File: src/rtl/burst_seq_pkg.sv
package burst_seq_pkg;
   localparam int MAX_LG = 3;
   localparam int LG_W   = 2;

   typedef enum logic {BT_SEQ = 1'b0, BT_XOR = 1'b1} btype_t;

   typedef struct packed {
      logic [LG_W-1:0] len_lg;
      btype_t          btype;
      logic [2:0]      lat;
   } bcfg_t;
endpackage

File: src/rtl/burst_mode_reg.sv
module burst_mode_reg
   import burst_seq_pkg::*;
#(
   parameter int MODE_W = 7,
   parameter int BANK_W = 2
) (
   input  logic              clk,
   input  logic              rst_n,
   input  logic              we,
   input  logic [BANK_W-1:0] bank,
   input  logic [MODE_W-1:0] word,
   output bcfg_t             cfg,
   output logic              err
);
   generate
      if (MODE_W != 7) begin : g_bad_mode_w
         $error("burst_mode_reg: MODE_W must be 7");
      end
   endgenerate

   logic [2:0] len_code;
   logic       code_ok;
   logic       base_sel;
   bcfg_t      next_cfg;

   always_comb begin
      len_code        = word[2:0];
      code_ok         = (len_code != 3'd0) && !len_code[2];
      base_sel        = we && (bank == '0);
      next_cfg.len_lg = len_code[1:0];
      next_cfg.btype  = btype_t'(word[3]);
      next_cfg.lat    = word[6:4];
   end

   always_ff @(posedge clk) begin
      if (!rst_n) begin
         cfg <= '{len_lg: LG_W'(1), btype: BT_SEQ, lat: 3'd0};
         err <= 1'b0;
      end else if (base_sel) begin
         if (code_ok) begin
            cfg <= next_cfg;
            err <= 1'b0;
         end else begin
            err <= 1'b1;
         end
      end
   end
endmodule

File: src/rtl/burst_beat_ctl.sv
module burst_beat_ctl
   import burst_seq_pkg::*;
#(
   parameter int COL_W = 10
) (
   input  logic              clk,
   input  logic              rst_n,
   input  logic              start,
   input  logic [COL_W-1:0]  start_col,
   input  logic [LG_W-1:0]   cfg_lg,
   input  btype_t            cfg_type,
   output logic              busy,
   output logic              last,
   output logic [MAX_LG-1:0] idx,
   output logic [COL_W-1:0]  base_col,
   output logic [LG_W-1:0]   cur_lg,
   output btype_t            cur_type
);
   logic [MAX_LG-1:0] span;

   for (genvar i = 0; i < MAX_LG; i++) begin : g_span
      assign span[i] = (cur_lg > LG_W'(i));
   end

   assign last = busy && (idx == span);

   always_ff @(posedge clk) begin
      if (!rst_n) begin
         busy     <= 1'b0;
         idx      <= '0;
         base_col <= '0;
         cur_lg   <= LG_W'(1);
         cur_type <= BT_SEQ;
      end else if (!busy) begin
         if (start) begin
            busy     <= 1'b1;
            idx      <= '0;
            base_col <= start_col;
            cur_lg   <= cfg_lg;
            cur_type <= cfg_type;
         end
      end else if (last) begin
         busy <= 1'b0;
         idx  <= '0;
      end else begin
         idx <= idx + 1'b1;
      end
   end
endmodule

File: src/rtl/burst_addr_map.sv
module burst_addr_map
   import burst_seq_pkg::*;
#(
   parameter int COL_W = 10
) (
   input  logic [COL_W-1:0]  base_col,
   input  logic [MAX_LG-1:0] idx,
   input  logic [LG_W-1:0]   len_lg,
   input  btype_t            btype,
   output logic [COL_W-1:0]  col
);
   logic [MAX_LG-1:0] off;
   logic [MAX_LG-1:0] seq_pos;
   logic [MAX_LG-1:0] xor_pos;
   logic [MAX_LG-1:0] pos;

   assign off     = base_col[MAX_LG-1:0];
   assign seq_pos = off + idx;
   assign xor_pos = off ^ idx;
   assign pos     = (btype == BT_XOR) ? xor_pos : seq_pos;

   for (genvar i = 0; i < MAX_LG; i++) begin : g_low
      assign col[i] = (len_lg > LG_W'(i)) ? pos[i] : base_col[i];
   end

   if (COL_W > MAX_LG) begin : g_high
      assign col[COL_W-1:MAX_LG] = base_col[COL_W-1:MAX_LG];
   end
endmodule

File: src/rtl/burst_col_seq.sv
module burst_col_seq
   import burst_seq_pkg::*;
#(
   parameter int COL_W  = 10,
   parameter int MODE_W = 7,
   parameter int BANK_W = 2
) (
   input  logic              clk,
   input  logic              rst_n,
   input  logic              mode_we,
   input  logic [BANK_W-1:0] mode_bank,
   input  logic [MODE_W-1:0] mode_word,
   input  logic              start,
   input  logic [COL_W-1:0]  start_col,
   output logic              beat_valid,
   output logic [COL_W-1:0]  col_out,
   output logic              beat_last,
   output logic              mode_err,
   output logic [2:0]        lat_code
);
   generate
      if (COL_W < MAX_LG) begin : g_bad_col_w
         $error("burst_col_seq: COL_W must cover the largest burst");
      end
      if (BANK_W < 1) begin : g_bad_bank_w
         $error("burst_col_seq: BANK_W must be at least 1");
      end
   endgenerate

   bcfg_t             cfg;
   logic [MAX_LG-1:0] idx;
   logic [COL_W-1:0]  base_col;
   logic [LG_W-1:0]   cur_lg;
   btype_t            cur_type;

   burst_mode_reg #(.MODE_W(MODE_W), .BANK_W(BANK_W)) u_mode (
      .clk  (clk),
      .rst_n(rst_n),
      .we   (mode_we),
      .bank (mode_bank),
      .word (mode_word),
      .cfg  (cfg),
      .err  (mode_err)
   );

   burst_beat_ctl #(.COL_W(COL_W)) u_ctl (
      .clk      (clk),
      .rst_n    (rst_n),
      .start    (start),
      .start_col(start_col),
      .cfg_lg   (cfg.len_lg),
      .cfg_type (cfg.btype),
      .busy     (beat_valid),
      .last     (beat_last),
      .idx      (idx),
      .base_col (base_col),
      .cur_lg   (cur_lg),
      .cur_type (cur_type)
   );

   burst_addr_map #(.COL_W(COL_W)) u_map (
      .base_col(base_col),
      .idx     (idx),
      .len_lg  (cur_lg),
      .btype   (cur_type),
      .col     (col_out)
   );

   assign lat_code = cfg.lat;
endmodule

File: config.mk
export PLATFORM = sky130hd
export DESIGN_NAME = burst_col_seq
export DESIGN_NICKNAME = d
export VERILOG_FILES = /design/src/rtl/burst_seq_pkg.sv /design/src/rtl/burst_mode_reg.sv /design/src/rtl/burst_beat_ctl.sv /design/src/rtl/burst_addr_map.sv /design/src/rtl/burst_col_seq.sv
export SDC_FILE = /design/constraint.sdc
export NUM_CORES = 1
export LEC_CHECK = 0
export BUFFER_PORTS_ARGS = -buffer_cell sky130_fd_sc_hd__buf_2
export CORE_MARGIN = 5
export CORE_UTILIZATION = 30
export CTS_BUF_LIST = sky130_fd_sc_hd__clkbuf_8
export CTS_CLUSTER_SIZE = 28
export DETAILED_ROUTE_END_ITERATION = 12
export GPL_TIMING_DRIVEN = 0
export RECOVER_POWER = 50
export SLEW_MARGIN = 25
export SYNTH_ARGS = -nofsm -noshare
export SYNTH_HDL_FRONTEND = slang
export SYNTH_SLANG_ARGS = --single-unit
File: constraint.sdc
create_clock -name clk -period 1.65 [get_ports clk]
set_clock_uncertainty 0.1 [all_clocks]
set_input_delay 0.0825 -clock clk [delete_from_list [all_inputs] [get_ports clk]]
set_output_delay 0.0825 -clock clk [all_outputs]
set_load 0.1 [all_outputs]
# Word-level counts from Yosys, hierarchy flattened

Cells that the tools add are included.

Register bits after elaboration: 24
Input bits: 23
Output and inout bits: 16

$add $sub $neg: 2
Magnitude comparators: 3
Equal/unequal tests: 1
Mux-type cells: 11
Bitwise operators: 2
Reductions and logical operators: 9

Operators by type and width:

| kind                                               | number |
|---|---|
| two-way mux 3 bit                                  | 4 |
| two-way mux 1 bit                                  | 7 |
| > comparator 2 x 1 -> 1 bit, second input constant | 2 |
| AND reduction 2 bit                                | 2 |
| adder 3 x 1 -> 3 bit, second input constant        | 1 |
| adder 3 bit                                        | 1 |
| equality test 3 bit                                | 1 |
| logical AND 1 bit                                  | 3 |
| nonzero test 3 bit                                 | 1 |
| bitwise XOR 3 bit                                  | 1 |
| > comparator 2 bit, second input constant          | 1 |
| zero test 2 bit                                    | 1 |
| nonzero test 2 bit                                 | 1 |
| zero test 1 bit                                    | 1 |
| inverter 1 bit                                     | 1 |

# Logic depth before layout (Yosys ltp)

Word-level depth: 5
Mapped depth: 6

# Modules after synthesis

A second synthesis with hierarchy kept.

Cells, all modules: 140
Area total of the unflattened synthesis: 1211.2 sq um

By module, submodules not included:

| module         | instances | cells an instance | area each (sq um) | seq. area each (sq um) |
|---|---|---|---|---|
| burst_beat_ctl | 1         | 85                | 737.0             | 340.3 |
| burst_mode_reg | 1         | 32                | 302.8             | 140.1 |
| burst_addr_map | 1         | 23                | 171.4             | 0.0 |

# Worst setup path before layout

No wires, ideal clock.

Path kind: register to output
Start point: register u_ctl.idx[0]
End point: output col_out[2]
Arrival time: 2.784 ns
Data required time: 1.467 ns
Setup slack: -1.317 ns
Stages on the path, launching flop included: 7
Path buffers: 0
Cells stage by stage: dfxtp_1 -> ha_1 -> fa_1 -> nand2b_1 -> xnor2_1 -> nand3_1 -> xnor2_1

Word-level cells in the longest chain between the ends: 3

RTL lines:

| item                     | RTL line             | text |
|---|---|---|
| start: declaration       | burst_beat_ctl.sv:14 | `output logic [MAX_LG-1:0] idx,` |
| start signal: assignment | burst_beat_ctl.sv:46 | `idx <= idx + 1'b1;` |
| adder 3 bit              | burst_addr_map.sv:18 | `assign seq_pos = off + idx;` |
| two-way mux 3 bit        | burst_addr_map.sv:20 | `assign pos = (btype == BT_XOR) ? xor_pos : seq_pos;` |
| two-way mux 1 bit        | burst_addr_map.sv:23 | `assign col[i] = (len_lg > LG_W'(i)) ? pos[i] : base_col[i];` |
| end: declaration         | burst_col_seq.sv:16  | `output logic [COL_W-1:0] col_out,` |

No other way between the ends.

# Final worst setup path

Same ends and word-level chain as after synthesis.

==> results.py <==
metrics = {
    "finish": {
        "diodes": 0,
        "syn_to_final_growth_pct": 47.26,
        "final_cells": 242,
        "drive_gt1_share_pct": 38.54,
        "fin_area_mm2": 0.001817,
        "finalNetCount": 220,
    },
    "synthesis": {
        "synth_xor_area_share_pct": 1.420,
        "synth-compound-area-share_pct": 11.87,
        "ys_warn_count": 0,
        "synth.largest_area_cell": "dfxtp_1",
        "ys_seq_area_share_pct": 38.95,
        "synth.area.top_cells": "dfxtp_1 (39%), nand2_1 (9.1%), buf_4 (7.9%)",
        "synth_area_mm2": 0.001234,
        "post_synth_num_cell_types": 30,
        "synthMuxAreaShare_pct": 6.592,
        "synth-seq-cells": 24,
        "syn_inst": 134,
        "synthAdderAreaFrac_pct": 4.665,
        "synth_fp_nets": 161,
        "postSynthAreaPerCell_um2": 9.207,
        "yosysTopAreaCellShare_pct": 38.95,
        "yosys.area_share.simple_pct": 26.67,
        "synth_top_family_by_area": "simple AND/OR/NAND/NOR gates",
    },
    "sta": {
        "slew_violations": 0,
        "max_slew_margin_pct": 63.57,
        "min_period_ns": 2.009,
        "setup_viol": 3,
        "fin_ws_ns": -0.3593,
        "period_share_pct": 121.8,
        "worstMarginPinSlew_ns": 0.5487,
        "rsz0062_at_grt": "yes",
        "timing.fmax_mhz": 497.7,
        "finalHoldViolCount": 0,
    },
    "clocking": {
        "cts_tree": "yes",
        "clockRootBuffer": "clkbuf_8",
        "h-tree-depth": 1,
        "cts.sinks": 24,
        "clkTransAtPathRegs_ns": 0.08,
        "clockBufferDepth": 2,
        "clk_latency_ns": 0.26,
        "cts_buffers": 3,
    },
    "grt": {
        "grt_pass1_wl_um": 4712,
        "grt_antenna_before_repair": 0,
        "grt_max_degree": 14,
        "overflow": 0,
        "grt_pass1_vias": 1104,
        "gr-usage-all-layers_pct": 10.76,
    },
    "floorplan": {
        "die_w_um": 74.13,
        "dieArea_mm2": 0.005495,
        "fp.dieH_um": 74.13,
        "rows": 23,
        "pin_count": 39,
        "coreArea_mm2": 0.004000,
        "start_util_pct": 30.84,
    },
    "outcome": {
        "run_status": "finished with violations",
        "violations": "setup timing",
    },
    "place": {
        "place_area_mm2": 0.001564,
        "dpl.hpwl_um": 1956,
        "place.gp.congestion": 0.7680,
        "placed_cells": 222,
        "io_buffers": 38,
        "pre_cts_slack_ns": -0.3654,
    },
    "detailed_routing": {
        "ant_nets": 0,
        "firstDrtPassIters": 4,
        "via_per_inst": 4.421,
        "wl_um": 2733,
        "drt_iter0_drc": 26,
        "vias": 1070,
        "drt_drc_violations_left": 0,
        "wl_per_cell_um": 11.29,
    },
    "worst_setup_path": {
        "startpoint_type": "register",
        "reg2reg_slack_ns": 0.23,
        "cp_max_fo": 2,
        "end_kind": "output pin",
        "cp_data_required_time_ns": 1.47,
        "worstPathArrival_ns": 1.83,
        "crit_type": "reg2out",
    },
    "flow_run": {
        "max-cap-violations": 0,
    },
    "pwr": {
        "pwr-share-clk_pct": 24.7,
        "internal_power_uw": 918.0,
        "vdd_drop_max_uv": 431.3,
        "power_frac_seq_pct": 45.5,
        "leakage_uw": 0.0007614,
        "power_density_mw_per_mm2": 766.6,
        "switching_share_pct": 34.08,
        "pwr-share-comb_pct": 29.7,
        "p_sw_uw": 474.6,
    },
    "hold_path": {
        "hp-class": "in2reg",
    },
}
-- power groups by stage --
stage	registers, uW	clock network, uW	logic, uW
CTS	635	363	417
global route	639	378	442
floorplan	670	0	269
finish	634	345	414
global placement	649	0	363
detailed placement	650	0	364
-- logic make-up after synthesis --
group,count (synthesis)
multiplexers,8
buffers and inverters,17
AO/OA/AOI/OAI,21
XOR/XNOR,2
adder cells (fa/ha/maj),4
flip-flops,24
AND/OR/NAND/NOR,58
-- state kept, by name, summed over array words and instances (netlist names) --
| signal | cells |
|---|---|
| u_ctl.cur_type | 1 |
| u_ctl.busy | 1 |
| u_ctl.idx | 3 |
| u_mode.cfg | 6 |
| u_ctl.base_col | 10 |
| u_mode.err | 1 |
| u_ctl.cur_lg | 2 |
-- cell usage after synthesis, drive strengths merged --
cell and number:
o21ai 3, nor3b 3, nand2b 2, dfxtp 24
a21boi 13, fa 1, a21oi 2, ha 3
nor4bb 1, nand3 3, nand2 30, a31oi 1
nand4 1, nor4 1, mux2 1, buf 15
clkbuf 2, mux2i 7, nor2 6, nor4b 2
xnor2 2, nor2b 9, o221ai 1, o31a 1
-- final cells by class --
| type | instances | area [um^2] |
|---|---|---|
| clock inverter | 1 | 3.754 |
| buffer | 17 | 117.6 |
| clock buffer | 3 | 41.29 |
| multi-input combinational | 93 | 709.4 |
| sequential | 24 | 491.7 |
| tap | 50 | 62.56 |
| timing repair buffer | 54 | 390.4 |
| fill | 411 | 2183 |
-- worst max-delay path, stage by stage (launching register included) --
cell	delay, ns
dfxtp_4	0.36
ha_4	0.15
fa_2	0.31
nand2b_1	0.09
xnor2_1	0.14
nand3_2	0.14
xnor2_4	0.18
buf_12	0.19
-- routing by layer --
| layer | track usage (%) | wire, um | share of wire [%] |
|---|---|---|---|
| met5 | 0 | 0 | 0 |
| met4 | 3.018 | 23 | 0.84 |
| met3 | 2.162 | 125 | 4.6 |
| met2 | 18.70 | 1350 | 49 |
| met1 | 13.48 | 1233 | 45 |
-- placed cells by master, fill, tap and decap left out, types with 2 or more instances in the layout --
master and count:
nand2_1 30, buf_2 23, dfxtp_1 19, dlygate4sd3_1 15, buf_4 14, a21boi_0 12, clkbuf_2 12, nor2b_1 9
nor2_1 6, mux2i_1 6, clkbuf_1 3, clkbuf_8 3, dfxtp_2 3, o21ai_1 2, nand2b_1 2, nor3b_1 2
nand3_1 2, ha_1 2, buf_12 2, dfxtp_4 2
-- per-stage QoR --
stage          utilization (%)  TNS (ns)  hold WS, ns  power [uW]
6_report                 45.42   -0.7126     0.006772        1393
5_1_grt                  45.42    -1.189      0.01596        1459
4_1_cts                  45.51   -0.7878     0.004529        1414
3_5_place_dp             39.10   -0.6764       0.2302        1014
3_3_place_gp             39.10   -0.6452       0.2196        1012
2_1_floorplan                -   -0.6265       0.1098       938.3
-- repair_timing --
| action | in CTS | in global routing |
|---|---|---|
| setup endpoints to repair | 4 | 3 |
| pin swaps | 3 | 1 |
| buffers inserted | 1 | 0 |
| endpoints found under the hold margin | 15 | 0 |
| gates resized for setup | 16 | 0 |
| hold buffers | 15 | 0 |
-- final timing paths --
path	start	endpoint	depth (start not counted)
worst max register to register	u_ctl.idx[1]	u_ctl.busy	3
worst max-delay path	u_ctl.idx[0]	col_out[2]	7
worst min-delay path	mode_word[1]	u_mode.cfg[5]	3
worst min register to register	u_ctl.base_col[3]	u_ctl.base_col[3]	2
No activity file was read; power rests on OpenSTA's default activity.
